<file path="config.mk">
export PLATFORM = sky130hd
export DESIGN_NAME = irqarb_core
export DESIGN_NICKNAME = d
export VERILOG_FILES = /design/src/rtl/irqarb_pkg.sv /design/src/rtl/irqarb_edge.sv /design/src/rtl/irqarb_vec_bank.sv /design/src/rtl/irqarb_select.sv /design/src/rtl/irqarb_core.sv
export SDC_FILE = /design/constraint.sdc
export NUM_CORES = 1
export LEC_CHECK = 0
export BUFFER_PORTS_ARGS = -buffer_cell sky130_fd_sc_hd__buf_2
export CAP_MARGIN = 25
export CORE_MARGIN = 2
export CORE_UTILIZATION = 59
export CTS_BUF_LIST = sky130_fd_sc_hd__clkbuf_4 sky130_fd_sc_hd__clkbuf_8 sky130_fd_sc_hd__clkbuf_16
export CTS_CLUSTER_DIAMETER = 50
export DETAILED_ROUTE_END_ITERATION = 16
export GPL_TIMING_DRIVEN = 0
export HOLD_SLACK_MARGIN = 0.02
export PLACE_DENSITY = 0.79
export SLEW_MARGIN = 25
export SYNTH_ARGS = -nofsm -noshare
export SYNTH_HDL_FRONTEND = slang
export SYNTH_HIERARCHICAL = 1
export SYNTH_SLANG_ARGS = --single-unit
</file>
<file path="constraint.sdc">
create_clock -name clk -period 47 [get_ports clk]
set_input_delay 9.4 -clock clk [delete_from_list [all_inputs] [get_ports clk]]
set_output_delay 9.4 -clock clk [all_outputs]
set_load 0.01 [all_outputs]
</file>
<file path="src/rtl/irqarb_pkg.sv">
// Shared types and helpers for the interrupt arbitration core.
// Assumes priorities fit a 10-bit signed value: -3..255 plus the idle 0x100.
package irqarb_pkg;
    localparam int PRIO_W    = 10;
    localparam int FIRST_EXT = 16;
    localparam int NUM_FIXED = 3;

    typedef logic signed [PRIO_W-1:0] prio_t;

    localparam prio_t PRIO_IDLE = prio_t'(256);

    typedef enum logic [2:0] {
        OP_EN_SET   = 3'd0,
        OP_EN_CLR   = 3'd1,
        OP_PEND_SET = 3'd2,
        OP_PEND_CLR = 3'd3,
        OP_PRIO_WR  = 3'd4
    } cfg_op_e;

    // Mask that keeps only the group field of a priority
    function automatic prio_t group_mask(input logic [2:0] pg);
        logic [PRIO_W-1:0] m;
        m = '1;
        m = m << (int'(pg) + 1);
        return prio_t'(m);
    endfunction
endpackage

</file>
<file path="src/rtl/irqarb_edge.sv">
// Registers the external line levels and flags 0->1 transitions.
// Assumes the lines are already synchronous to clk.
module irqarb_edge #(
    parameter int NUM_EXT = 8
) (
    input  logic               clk,
    input  logic               rst_n,
    input  logic [NUM_EXT-1:0] line_i,
    output logic [NUM_EXT-1:0] rise_o,
    output logic [NUM_EXT-1:0] level_o
);
    logic [NUM_EXT-1:0] lvl_q;

    // Hold the previous level of every line
    always_ff @(posedge clk) begin
        if (!rst_n) lvl_q <= '0;
        else        lvl_q <= line_i;
    end

    assign rise_o  = line_i & ~lvl_q;
    assign level_o = lvl_q;
endmodule

</file>
<file path="src/rtl/irqarb_vec_bank.sv">
// Per-vector enable, pending, active and priority storage.
// Vector 0 is tied off. Vectors 1..3 have constant priorities and
// enables. Inputs are per-vector one-hot set/clear requests; for a
// vector that gets a set and a clear in the same cycle, the set wins.
module irqarb_vec_bank
    import irqarb_pkg::*;
#(
    parameter int NUM_VEC = 24
) (
    input  logic               clk,
    input  logic               rst_n,
    input  logic [NUM_VEC-1:0] en_set,
    input  logic [NUM_VEC-1:0] en_clr,
    input  logic [NUM_VEC-1:0] pend_set,
    input  logic [NUM_VEC-1:0] pend_clr,
    input  logic [NUM_VEC-1:0] act_set,
    input  logic [NUM_VEC-1:0] act_clr,
    input  logic [NUM_VEC-1:0] prio_we,
    input  logic [7:0]         prio_wdata,
    output logic [NUM_VEC-1:0] en_o,
    output logic [NUM_VEC-1:0] pend_o,
    output logic [NUM_VEC-1:0] act_o,
    output prio_t              prio_o [NUM_VEC]
);
    for (genvar v = 0; v < NUM_VEC; v++) begin : g_vec
        if (v == 0) begin : g_unused
            assign en_o[v]   = 1'b0;
            assign pend_o[v] = 1'b0;
            assign act_o[v]  = 1'b0;
            assign prio_o[v] = PRIO_IDLE;
        end else begin : g_live
            logic pend_q, act_q;

            // Pending and active bits, set over clear
            always_ff @(posedge clk) begin
                if (!rst_n) begin
                    pend_q <= 1'b0;
                    act_q  <= 1'b0;
                end else begin
                    pend_q <= (pend_q & ~pend_clr[v]) | pend_set[v];
                    act_q  <= (act_q & ~act_clr[v]) | act_set[v];
                end
            end
            assign pend_o[v] = pend_q;
            assign act_o[v]  = act_q;

            if (v <= NUM_FIXED) begin : g_fixed
                assign en_o[v]   = (v != 1);
                assign prio_o[v] = prio_t'(v - 4);
            end else begin : g_prog
                localparam logic EN_RST = (v == 11) || (v == 12) || (v == 14) || (v == 15);
                logic       en_q;
                logic [7:0] prio_q;

                // Programmable enable and priority
                always_ff @(posedge clk) begin
                    if (!rst_n) begin
                        en_q   <= EN_RST;
                        prio_q <= '0;
                    end else begin
                        en_q <= (en_q & ~en_clr[v]) | en_set[v];
                        if (prio_we[v]) prio_q <= prio_wdata;
                    end
                end
                assign en_o[v]   = en_q;
                assign prio_o[v] = prio_t'({2'b00, prio_q});
            end
        end
    end
endmodule

</file>
<file path="src/rtl/irqarb_select.sv">
// Chooses the most urgent enabled+pending vector and the group priority
// of active vectors, then registers both along with the request.
// Ties resolve to the lower vector because only a strictly smaller
// priority replaces the running candidate.
module irqarb_select
    import irqarb_pkg::*;
#(
    parameter int NUM_VEC = 24,
    parameter int VW      = 5
) (
    input  logic               clk,
    input  logic               rst_n,
    input  logic [NUM_VEC-1:0] en_i,
    input  logic [NUM_VEC-1:0] pend_i,
    input  logic [NUM_VEC-1:0] act_i,
    input  prio_t              prio_i [NUM_VEC],
    input  logic [2:0]         prigroup,
    output logic [VW-1:0]      win_vec_q,
    output prio_t              win_prio_q,
    output prio_t              act_prio_q,
    output logic               req_q
);
    logic [VW-1:0] best_v;
    prio_t         best_p;
    prio_t         act_min;
    prio_t         act_grp;

    // Linear priority scan over vectors 1..NUM_VEC-1
    always_comb begin
        best_v  = '0;
        best_p  = PRIO_IDLE;
        act_min = PRIO_IDLE;
        for (int v = 1; v < NUM_VEC; v++) begin
            if (en_i[v] && pend_i[v] && (prio_i[v] < best_p)) begin
                best_p = prio_i[v];
                best_v = VW'(v);
            end
            if (act_i[v] && (prio_i[v] < act_min)) begin
                act_min = prio_i[v];
            end
        end
        act_grp = act_min & group_mask(prigroup);
    end

    // Register the arbitration result
    always_ff @(posedge clk) begin
        if (!rst_n) begin
            win_vec_q  <= '0;
            win_prio_q <= PRIO_IDLE;
            act_prio_q <= PRIO_IDLE;
            req_q      <= 1'b0;
        end else begin
            win_vec_q  <= best_v;
            win_prio_q <= best_p;
            act_prio_q <= act_grp;
            req_q      <= (best_p < act_grp);
        end
    end
endmodule

</file>
<file path="src/rtl/irqarb_core.sv">
// Top of the interrupt arbitration core. Decodes configuration,
// acknowledge and completion into per-vector set/clear requests,
// and answers completions one cycle later.
// Assumes: ack_valid is only meaningful while irq_req is high; an
// acknowledge in the cycle right after a taken one sees a stale
// winner and is dropped.
module irqarb_core
    import irqarb_pkg::*;
#(
    parameter int NUM_EXT = 8,
    localparam int NUM_VEC = FIRST_EXT + NUM_EXT,
    localparam int VW      = $clog2(NUM_VEC)
) (
    input  logic                     clk,
    input  logic                     rst_n,
    input  logic [NUM_EXT-1:0]       ext_line,
    input  logic [2:0]               prigroup,
    input  logic                     cfg_valid,
    input  logic [2:0]               cfg_op,
    input  logic [VW-1:0]            cfg_vec,
    input  logic [7:0]               cfg_prio,
    input  logic                     ack_valid,
    input  logic                     cmp_valid,
    input  logic [VW-1:0]            cmp_vec,
    output logic                     irq_req,
    output logic [VW-1:0]            pend_vec,
    output logic signed [PRIO_W-1:0] pend_prio,
    output logic signed [PRIO_W-1:0] act_prio,
    output logic [VW-1:0]            exc_num,
    output logic                     cmp_done,
    output logic                     cmp_err,
    output logic                     cmp_base
);
    logic [NUM_EXT-1:0] rise, level;
    logic [NUM_VEC-1:0] en, pend, act;
    prio_t              prio [NUM_VEC];
    logic [NUM_VEC-1:0] en_set, en_clr, pend_set, pend_clr, act_set, act_clr, prio_we;
    logic [VW-1:0]      win_vec;
    prio_t              win_prio, act_grp;
    logic               req;
    logic               ack_go, cmp_hit;
    cfg_op_e            op;
    logic [VW-1:0]      exc_q;
    logic               done_q, err_q, base_q;

    irqarb_edge #(.NUM_EXT(NUM_EXT)) u_edge (
        .clk     (clk),
        .rst_n   (rst_n),
        .line_i  (ext_line),
        .rise_o  (rise),
        .level_o (level)
    );

    assign op = cfg_op_e'(cfg_op);

    // Turn all request sources into per-vector set/clear strobes
    always_comb begin
        ack_go   = 1'b0;
        cmp_hit  = 1'b0;
        en_set   = '0;
        en_clr   = '0;
        pend_set = '0;
        pend_clr = '0;
        act_set  = '0;
        act_clr  = '0;
        prio_we  = '0;
        for (int v = 1; v < NUM_VEC; v++) begin
            if (ack_valid && req && (win_vec == VW'(v)) && en[v] && pend[v]) ack_go = 1'b1;
            if (cmp_valid && (cmp_vec == VW'(v)) && act[v]) cmp_hit = 1'b1;
        end
        for (int v = 1; v < NUM_VEC; v++) begin
            logic sel, prog, win_here, cmp_here;
            sel      = cfg_valid && (cfg_vec == VW'(v));
            prog     = sel && (v > NUM_FIXED);
            win_here = ack_go && (win_vec == VW'(v));
            cmp_here = cmp_hit && (cmp_vec == VW'(v));
            en_set[v]   = prog && (op == OP_EN_SET);
            en_clr[v]   = prog && (op == OP_EN_CLR);
            prio_we[v]  = prog && (op == OP_PRIO_WR);
            pend_set[v] = sel && (op == OP_PEND_SET);
            pend_clr[v] = (sel && (op == OP_PEND_CLR)) || win_here;
            act_set[v]  = win_here;
            act_clr[v]  = cmp_here;
            if (v >= FIRST_EXT) begin
                if (rise[v-FIRST_EXT]) pend_set[v] = 1'b1;
                if (cmp_here && level[v-FIRST_EXT]) pend_set[v] = 1'b1;
            end
        end
    end

    irqarb_vec_bank #(.NUM_VEC(NUM_VEC)) u_bank (
        .clk        (clk),
        .rst_n      (rst_n),
        .en_set     (en_set),
        .en_clr     (en_clr),
        .pend_set   (pend_set),
        .pend_clr   (pend_clr),
        .act_set    (act_set),
        .act_clr    (act_clr),
        .prio_we    (prio_we),
        .prio_wdata (cfg_prio),
        .en_o       (en),
        .pend_o     (pend),
        .act_o      (act),
        .prio_o     (prio)
    );

    irqarb_select #(.NUM_VEC(NUM_VEC), .VW(VW)) u_sel (
        .clk        (clk),
        .rst_n      (rst_n),
        .en_i       (en),
        .pend_i     (pend),
        .act_i      (act),
        .prio_i     (prio),
        .prigroup   (prigroup),
        .win_vec_q  (win_vec),
        .win_prio_q (win_prio),
        .act_prio_q (act_grp),
        .req_q      (req)
    );

    // Executing vector and completion response
    always_ff @(posedge clk) begin
        if (!rst_n) begin
            exc_q  <= '0;
            done_q <= 1'b0;
            err_q  <= 1'b0;
            base_q <= 1'b0;
        end else begin
            if (ack_go) exc_q <= win_vec;
            done_q <= cmp_valid;
            err_q  <= cmp_valid && !cmp_hit;
            base_q <= cmp_hit && ($countones(act) <= 1);
        end
    end

    assign irq_req   = req;
    assign pend_vec  = win_vec;
    assign pend_prio = win_prio;
    assign act_prio  = act_grp;
    assign exc_num   = exc_q;
    assign cmp_done  = done_q;
    assign cmp_err   = err_q;
    assign cmp_base  = base_q;
endmodule

</file>
==> reports/metrics.cfg <==
[pwr]
internal-power_mw = 0.4449
vdd_ir_drop_max_uv = 36.11
netSwitchingPower_mw = 0.1679
p_clk_share_pct = 48.9
pwr-share-comb_pct = 13.6
power_density_nw_per_um2 = 15.73
seqPwrFrac_pct = 37.5
p_leak_nw = 16.67
switching_share_pct = 27.40
finalPower_mw = 0.6129

[route]
detail_route.vias_per_cell = 6.180
drc = 0
avgRoutedWirePerCell_um = 20.37
dr.pass1.iters = 8
drt_iter0_drc = 3062
wl_um = 107000
num_vias = 32480
ant_nets = 0

[worst_setup_path]
crit_path_end_kind = flop
cpPeakStageDelay_ns = 0.57
crit_fanout = 10
worst_ep_required_time_ns = 47.48
worst_path_max_delay_cell = or4_4
arrival_ns = 46.70
r2r_slack_ns = 0.77
crit_type = reg -> reg
critPathLaunchType = flop

[hold_path]
hold_class = reg -> reg

[final_layout]
fill_cells = 4090
final-instance-count-excl-fill = 5255
areaGrowthSynthToFinish_pct = 19.48
drive_gt1_share_pct = 24.53
final_net_count = 4945

[flow_run]
drv_cap = 0

[outcome]
status = finished, final reports clean

[sta]
finalHoldViolations = 0
setup_violations = 0
finalCriticalPeriod_ns = 46.23
clock_skew_ns = 0.01733
tightestPinTransition_ns = 1.149
slew_headroom_pct = 23.39
drv_slew = 0
max_freq_ghz = 0.02163
fin_crit_sh_pct = 98.35

[clock_tree]
clk_pin_slew_worst_paths_ns = 0.06
numCtsBuffers = 38
root_buffer = clkbuf_16
cts_tree = built
clockBufferDepth = 3
cts_sinks = 268
clock_latency_ns = 0.57
htreeDepth = 2

[synth]
syn_inst = 4146
mappedNetlistArea_um2 = 32600
ys.warnings.count = 6
avgSynthCellArea_um2 = 7.864

[placed_design]
dp_hpwl_um = 76160
place_congestion = 0.9696
port-buffer-count = 59
dp.cells = 4982

[floorplan]
start_util_pct = 59.41
ios = 71
dieArea_um2 = 57160
die_y_um = 239.1
die_w_um = 239.1
placementRows = 86
core-area_um2 = 54880

[global_routing]
grt_start_max_net_pins = 18
antenna_found_initial = 12
grt_pass1_wl_um = 155800
grt_pass1_vias = 29610
grt_util_all_layers_pct = 33.89
grt_overflow_total = 0

==> layout by cell type (no fill, tap or decap), types with 92 or more instances in the layout <==
cell type  instances
inv_1            353
nor2b_1          195
a21oi_1          154
o21a_1            92
mux2i_1          276
ha_1             347
nor2_1           317
dfxtp_1          267
buf_2            101
o21ai_0          194
nand2_1          333
buf_4            340
==> path summary, 6_finish.rpt <==
kind,startpoint,to,cells after the start
worst min register to register,u_bank/g_vec[11].g_live.g_prog.en_q,u_bank/g_vec[11].g_live.g_prog.en_q,2
worst max register to register,u_bank/g_vec[1].g_live.act_q,u_sel/req_q,265
worst max-delay path,u_bank/g_vec[1].g_live.act_q,u_sel/req_q,265
worst min-delay path,u_bank/g_vec[11].g_live.g_prog.en_q,u_bank/g_vec[11].g_live.g_prog.en_q,2
==> cell type report <==
class / count / area (um2) / share of cell area [%]
multi-input cells: 3286 / 25800 / 66.23
flip-flops and latches: 268 / 5366 / 13.78
plain buffers: 302 / 2340 / 6.006
repair buffers: 262 / 1896 / 4.866
inverters: 359 / 1348 / 3.459
clock buffers: 49 / 1117 / 2.868
well taps: 704 / 880.8 / 2.261
clock inverters: 19 / 193.9 / 0.4978
diodes: 6 / 15.01 / 0.03854
==> sequential cells by signal (all words and copies together), names as in the netlist <==
register and cells:
cmp_err 1, u_sel/win_prio_q 10, u_bank/g_vec.g_live.act_q 23, cmp_done 1
u_edge/level_o 8, u_bank/g_vec.g_live.pend_q 23, cmp_base 1, u_bank/g_vec.g_live.g_prog.en_q 20
exc_num 5, u_sel/req_q 1, u_sel/act_prio_q 10, u_sel/win_vec_q 5
u_bank/g_vec.g_live.g_prog.prio_q 160
==> through the flow <==
| stage | instance area [um2] | worst slack [ns] | utilization, % | setup TNS (ns) | hold slack (ns) |
|---|---|---|---|---|---|
| detailed placement | 34060 | -6.636 | 62.07 | -105.44 | 0.4681 |
| global placement | 34050 | -5.742 | 62.05 | -97.44 | 0.4606 |
| global route | 38950 | -1.320 | 70.98 | -1.418 | 0.5236 |
| finish | 38950 | 0.7747 | 70.99 | 0 | 0.4813 |
| CTS | 36320 | 0.01914 | 66.19 | 0 | 0.4816 |
| floorplan | 32870 | 0.8185 | - | 0 | 0.4488 |
==> power groups by stage <==
stage               sequential (mW)  combinational, mW  clock (mW)
floorplan                     0.234             0.0527           0
global placement              0.235             0.0675           0
detailed placement            0.235             0.0685           0
CTS                           0.230             0.0714       0.303
global route                  0.230             0.0887       0.310
finish                        0.230             0.0833       0.300
==> routing by layer <==
layer / track usage [%] / vias up / wire [um]
li1: - / 15240 / -
met1: 43.07 / 15230 / 43490
met2: 56.30 / 1585 / 49480
met3: 4.815 / 410 / 8234
met4: 16.42 / 8 / 5766
met5: 0 / - / 50
==> critical path: cells and delay by family, from the launching register on <==
family	cells	cell delay [ns]
flip-flops	1	0.33
buffers and inverters	52	6.72
multiplexers	12	3.01
adder cells (fa/ha/maj)	26	7.04
AND/OR/NAND/NOR	78	11.40
AO/OA/AOI/OAI	97	17.55
==> timing repair <==
| item | 4_1_cts | 5_1_grt |
|---|---|---|
| setup endpoints to repair | 26 | 26 |
| cloned | 0 | 10 |
| hold endpoints to repair | 0 | 0 |
| gates resized for setup | 174 | 348 |
| pin swaps | 42 | 107 |
| setup buffers | 47 | 145 |
| hold buffers | 0 | 0 |
Power figures use the tool's default switching activity.
